### src/rtl/flash_status_gen.sv
module flash_status_gen #(
  parameter int ADDR_W         = 18,
  parameter int SECT_W         = 3,
  parameter int PROT_PROG_CYC  = 200,
  parameter int PROT_ERASE_CYC = 10000
) (
  input  logic              clk,
  input  logic              rst_n,
  input  logic              busy,
  input  logic              op_erase,
  input  logic              erase_chip,
  input  logic              suspended,
  input  logic              op_start,
  input  logic              all_prot,
  input  logic [7:0]        prog_data,
  input  logic [SECT_W-1:0] erase_sector,
  input  logic [ADDR_W-1:0] rd_addr,
  input  logic              rd_n,
  input  logic              timeout,
  input  logic [7:0]        array_data,
  output logic [7:0]        dq_out
);
  localparam int MAXC  = (PROT_ERASE_CYC > PROT_PROG_CYC) ? PROT_ERASE_CYC : PROT_PROG_CYC;
  localparam int CNT_W = $clog2(MAXC + 1);

  logic              rd_q, tog6, tog2;
  logic [CNT_W-1:0]  pcnt;

  wire rd_fall = rd_q & ~rd_n;
  wire prot_on = pcnt != '0;
  wire active  = busy | prot_on;
  wire running = active & ~suspended;
  wire in_sect = rd_addr[ADDR_W-1 -: SECT_W] == erase_sector;
  wire t2_hit  = (running & op_erase & (erase_chip | in_sect)) | (suspended & in_sect);

  always_ff @(posedge clk or negedge rst_n)
    if (!rst_n) rd_q <= 1'b1;
    else        rd_q <= rd_n;

  always_ff @(posedge clk or negedge rst_n)
    if (!rst_n) begin
      tog6 <= 1'b0;
      tog2 <= 1'b0;
    end else if (op_start) begin
      tog6 <= 1'b0;
      tog2 <= 1'b0;
    end else if (rd_fall) begin
      if (running) tog6 <= ~tog6;
      if (t2_hit)  tog2 <= ~tog2;
    end

  always_ff @(posedge clk or negedge rst_n)
    if (!rst_n)                    pcnt <= '0;
    else if (op_start && all_prot) pcnt <= op_erase ? CNT_W'(PROT_ERASE_CYC) : CNT_W'(PROT_PROG_CYC);
    else if (prot_on)              pcnt <= pcnt - 1'b1;

  always_comb begin
    dq_out = array_data;
    if (suspended) begin
      if (in_sect) dq_out = {1'b1, tog6, 3'b000, tog2, 2'b00};
    end else if (active) begin
      dq_out    = '0;
      dq_out[6] = tog6;
      dq_out[5] = timeout;
      if (op_erase) begin
        dq_out[3] = 1'b1;
        dq_out[2] = tog2;
      end else begin
        dq_out[7] = ~prog_data[7];
      end
    end
  end


  tog6_hold_chk: assert property (@(posedge clk) disable iff (!rst_n)
    (!rd_fall && !op_start) |=> $stable(tog6));

  tog6_flip_chk: assert property (@(posedge clk) disable iff (!rst_n)
    (rd_fall && running && !op_start) |=> (tog6 != $past(tog6)));

  poll_prog_chk: assert property (@(posedge clk) disable iff (!rst_n)
    (running && !op_erase) |-> (dq_out[7] != prog_data[7]));

  poll_erase_chk: assert property (@(posedge clk) disable iff (!rst_n)
    (running && op_erase) |-> (dq_out[7] == 1'b0 && dq_out[3]));

  sect_quiet_chk: assert property (@(posedge clk) disable iff (!rst_n)
    (!op_start && !suspended && op_erase && !erase_chip && !in_sect) |=> $stable(tog2));

  prot_count_chk: assert property (@(posedge clk) disable iff (!rst_n)
    (prot_on && !op_start) |=> (pcnt == $past(pcnt) - 1'b1));

  idle_pass_chk: assert property (@(posedge clk) disable iff (!rst_n)
    (!busy && !prot_on && !suspended) |-> (dq_out == array_data));
endmodule

### config.mk
export PLATFORM = sky130hd
export DESIGN_NAME = flash_status_gen
export DESIGN_NICKNAME = d
export VERILOG_FILES = /design/src/rtl/flash_status_gen.sv
export SDC_FILE = /design/constraint.sdc
export NUM_CORES = 1
export LEC_CHECK = 0
export BUFFER_PORTS_ARGS = -buffer_cell sky130_fd_sc_hd__buf_4
export CAP_MARGIN = 20
export CORE_MARGIN = 3
export CORE_UTILIZATION = 47
export DETAILED_ROUTE_END_ITERATION = 7
export GPL_TIMING_DRIVEN = 0
export PLACE_DENSITY = 0.82
export RECOVER_POWER = 25
export SYNTH_ARGS = -nofsm -noshare
export SYNTH_HDL_FRONTEND = slang
export SYNTH_SLANG_ARGS = --single-unit
### constraint.sdc
create_clock -name clk -period 6.85 [get_ports clk]
set_input_delay 1.37 -clock clk [delete_from_list [all_inputs] [get_ports clk]]
set_output_delay 1.37 -clock clk [all_outputs]
set_load 0.03 [all_outputs]
After elaboration in Yosys (flattened, before gate mapping)
Cells that the tools add are included.
Widths: inputs -> output; s select.
{"block": "word_totals", "ff_bits": 17, "in_bits": 47, "out_inout_bits": 8, "word_cells": 41}
{"block": "classes", "addsub": 1, "n_eq_ne": 1, "muxes": 14, "n_bitwise": 13, "reduce_logical": 8}
{"cell": "$mux 14", "n": 3}
{"cell": "$mux 8", "n": 3}
{"cell": "$reduce_bool 14->1", "n": 1}
{"cell": "$sub 14x1->14 const B", "n": 1}
{"cell": "$reduce_bool 2->1", "n": 4}
{"cell": "$mux 1", "n": 7}
{"cell": "$and 1x1->1", "n": 5}
{"cell": "$not 1->1", "n": 5}
{"cell": "$reduce_and 2->1", "n": 2}
{"cell": "$eq 3x3->1", "n": 1}
{"cell": "$or 1x1->1", "n": 3}
{"cell": "$mux 2", "n": 1}
{"cell": "$logic_and 1x1->1", "n": 1}

Logic depth before layout (Yosys ltp)
{"block": "depth", "ltp_word": 9, "ltp_mapped": 7, "ltp_nobuf": 7}

Worst setup path before layout
OpenSTA, ideal clock, no wires.
{"block": "synth_path", "path_type": "in2out", "startpoint": "in busy", "endpoint": "out dq_out[6]", "arrival_time_ns": 2.810, "required_time_ns": 5.480, "setup_slack_ns": 2.670, "cell_stages": 5, "path_buffers": 0, "path_cell_list": "or4_4 nor4_4 nor2_2 nor2_4 mux2_1"}
{"block": "synth_between", "elab_chain_cells": 3}
{"element": "from (decl)", "line": "9", "text": "input logic busy,"}
{"element": "$or 1x1->1", "line": "31", "text": "wire active = busy | prot_on;"}
{"element": "$mux 8", "line": "61", "text": "end else if (active) begin"}
{"element": "$mux 8", "line": "59", "text": "if (suspended) begin"}
{"element": "to (decl)", "line": "21", "text": "output logic [7:0] dq_out"}
Every way passes these cells.

Worst setup path after layout
Same ends and word-level chain as after synthesis.

==> results.sh <==
export IMPL_status="finished, final reports clean"
export IMPL_portBuffers=32
export IMPL_finalCriticalPeriod_ns=4.46
export IMPL_seq_area_frac_synth=0.388
export IMPL_rows=16
export IMPL_setup_violations=0
export IMPL_grt_ovfl_total=0
export IMPL_synth_top_family_by_area="simple AND/OR/NAND/NOR gates"
export IMPL_path_clk_slew_ns=0.09
export IMPL_synthAdderAreaFrac=0.0228
export IMPL_p_sw_mw=0.123
export IMPL_async_flop_share=1.00
export IMPL_synth_cell_types=40
export IMPL_synthCells=118
export IMPL_die_y_um=54.3
export IMPL_antenna_cells=0
export IMPL_syn_area_sq_mm=0.00110
export IMPL_arrival_ns=3.09
export IMPL_tightestPinTransition_ns=0.931
export IMPL_max_cap_violations=0
export IMPL_nNetsFinal=204
export IMPL_cts_inserted_buffers=3
export IMPL_critPathLaunchType="input port"
export IMPL_drive_above_1_share=0.273
export IMPL_syn_area_per_cell_sq_um=9.31
export IMPL_cp_startpoint="busy"
export IMPL_drtIter0Drc=27
export IMPL_grt_usage=0.202
export IMPL_clk_latency_ns=0.29
export IMPL_vias_per_cell=5.58
export IMPL_cts_sinks=17
export IMPL_die_w_um=54.3
export IMPL_antenna_found_initial=0
export IMPL_worst_setup_path_type="in2out"
export IMPL_worst_hold_path_type="reg2reg"
export IMPL_p_per_area_mw_per_mm2=233
export IMPL_cts_resized=0
export IMPL_netlist_top_cells_count="dfrtp_1, nor2_1, a21oi_1, xor2_1, inv_1"
export IMPL_hold_buffers=0
export IMPL_grt_max_degree=18
export IMPL_fillers=187
export IMPL_slew_headroom=0.379
export IMPL_yosys_warnings=0
export IMPL_endpoint="dq_out[6]"
export IMPL_hpwl_mm=2.12
export IMPL_reg2reg_to="tog2"
export IMPL_postCtsSetupBuffers=0
export IMPL_power_frac_clock=0.164
export IMPL_yosys_area_top_type="dfrtp_1"
export IMPL_die_area_sq_mm=0.00295
export IMPL_p_leak_nw=0.614
export IMPL_cts_htree_levels=1
export IMPL_rr_worst_depth=7
export IMPL_synthXorXnorAreaFrac=0.104
export IMPL_cts_buffer_depth=2
export IMPL_skew_ns=0.00494
export IMPL_rrSetupSlack_ns=4.53
export IMPL_grt_pass1_vias=1048
export IMPL_synth_mux_area_frac=0.0478
export IMPL_synth_edf_count=0
export IMPL_synthTopCellsByArea="dfrtp_1, xor2_1, nor2_1"
export IMPL_worstSetupEndpointType="primary output"
export IMPL_wire_per_inst_um=14.3
export IMPL_core_sq_mm=0.00208
export IMPL_hold_viol=0
export IMPL_vias=1010
export IMPL_fmax_ghz=0.224
export IMPL_initial_core_util=0.528
export IMPL_fin_setup_tns_ns=0
export IMPL_intPower_mw=0.202
export IMPL_synth_compound_area_share=0.118
export IMPL_dr_pass1_iters=4
export IMPL_crit_reg2reg_launch="pcnt[0]"
export IMPL_root_buffer="clkbuf_4"
export IMPL_synth_top_area_share=0.364
export IMPL_cts_tree="built"
export IMPL_power_mw=0.325
export IMPL_critical_path_max_fanout=6
export IMPL_area_delta_synth_final_pct=27.0
export IMPL_ir_drop_mv=0.173
export IMPL_place_congestion=0.912
export IMPL_yosys_area_share_simple=0.295
export IMPL_p_seq_frac=0.463
export IMPL_synth_net_count=167
export IMPL_critPathRequiredTime_ns=5.48
export IMPL_ys_ff_latch=17
export IMPL_power_frac_comb=0.373
export IMPL_grt_pass1_wl_mm=4.33
export IMPL_drv_slew=0
export IMPL_switching_share=0.378
export IMPL_finalCritPeriodShare=0.651
export IMPL_routed_wirelength_mm=2.60
export IMPL_postRouteAntennaNets=0
export IMPL_drt_drc_violations_left=0
export IMPL_rsz0062_at_grt="no"
export IMPL_synth_flop_cell="dfrtp_1"
export IMPL_io_pins=55
-- critical path: stages --
cell and delay [ns]:
buf_4 0.11, or4_4 0.42, nor4_4 0.36, nor2_2 0.12, nor2_4 0.19, mux2_1 0.34
buf_4 0.17
-- cell usage in the layout, fill, tap and decap left out, types with 3 or more instances in the layout --
master    count
a21oi_1       8
and2_1        5
buf_4        31
clkbuf_1      3
clkbuf_4      3
dfrtp_1      16
inv_1         6
mux2i_1       3
nand2_1       4
nand3_1       5
nor2_1       16
nor3_1        3
nor4_1        3
xnor2_1       5
xor2_1        8
-- worst min-delay path by stage --
stage,start,endpoint,slack [ns],cells past startpoint
5_1_grt,tog6,tog6,0.59,2
3_3_place_gp,tog6,tog6,0.54,2
3_5_place_dp,tog6,tog6,0.53,2
2_1_floorplan,tog6,tog6,0.50,2
4_1_cts,tog6,tog6,0.56,2
6_report,tog6,tog6,0.56,2
-- state kept, by name, indices dropped and copies added (netlist names) --
signal / cells
tog2: 1
tog6: 1
rd_q: 1
pcnt: 14
-- routing by layer --
metal	GRT usage	vias to the layer above	share of wire
met5	0	-	0
met4	0.0498	0	0.0089
met3	0.0627	5	0.065
met2	0.351	29	0.52
met1	0.242	484	0.40
li1	-	492	-
-- logic make-up (layout without fill, tap and decap cells) --
group | Yosys count | count (layout)
and+or+nand+nor | 54 | 54
adders and majority gates | 2 | 2
DFF | 17 | 17
AOI/OAI and AO/OA | 20 | 20
buffers and inverters | 7 | 43
muxes | 5 | 5
xor gates and xnor gates | 13 | 13
-- per-stage QoR --
step	util	setup WS, ns	instance area, sq um	instances	hold WS (ns)
3_5_place_dp	0.659	2.38	1370	177	0.534
5_1_grt	0.670	2.30	1400	181	0.589
6_report	0.670	2.39	1400	181	0.559
4_1_cts	0.672	2.37	1400	181	0.557
3_3_place_gp	0.659	2.42	1370	177	0.537
2_1_floorplan	-	2.67	1100	118	0.503
-- power by group through the flow --
stage | registers [mW] | logic [mW] | clock network (mW)
2_1_floorplan | 0.146 | 0.0866 | 0
3_3_place_gp | 0.150 | 0.117 | 0
5_1_grt | 0.154 | 0.135 | 0.0611
4_1_cts | 0.150 | 0.122 | 0.0566
6_report | 0.150 | 0.121 | 0.0534
3_5_place_dp | 0.152 | 0.121 | 0
-- cell type report --
type | count | area, sq um | area share
Multi-Input combinational cell | 94 | 646 | 0.463
Sequential cell | 17 | 427 | 0.306
Timing Repair Buffer | 32 | 236 | 0.170
Tap cell | 27 | 33.8 | 0.0242
Clock buffer | 4 | 26.3 | 0.0188
Inverter | 6 | 22.5 | 0.0161
Buffer | 1 | 3.75 | 0.00269
(Power assumes the default switching activity.)
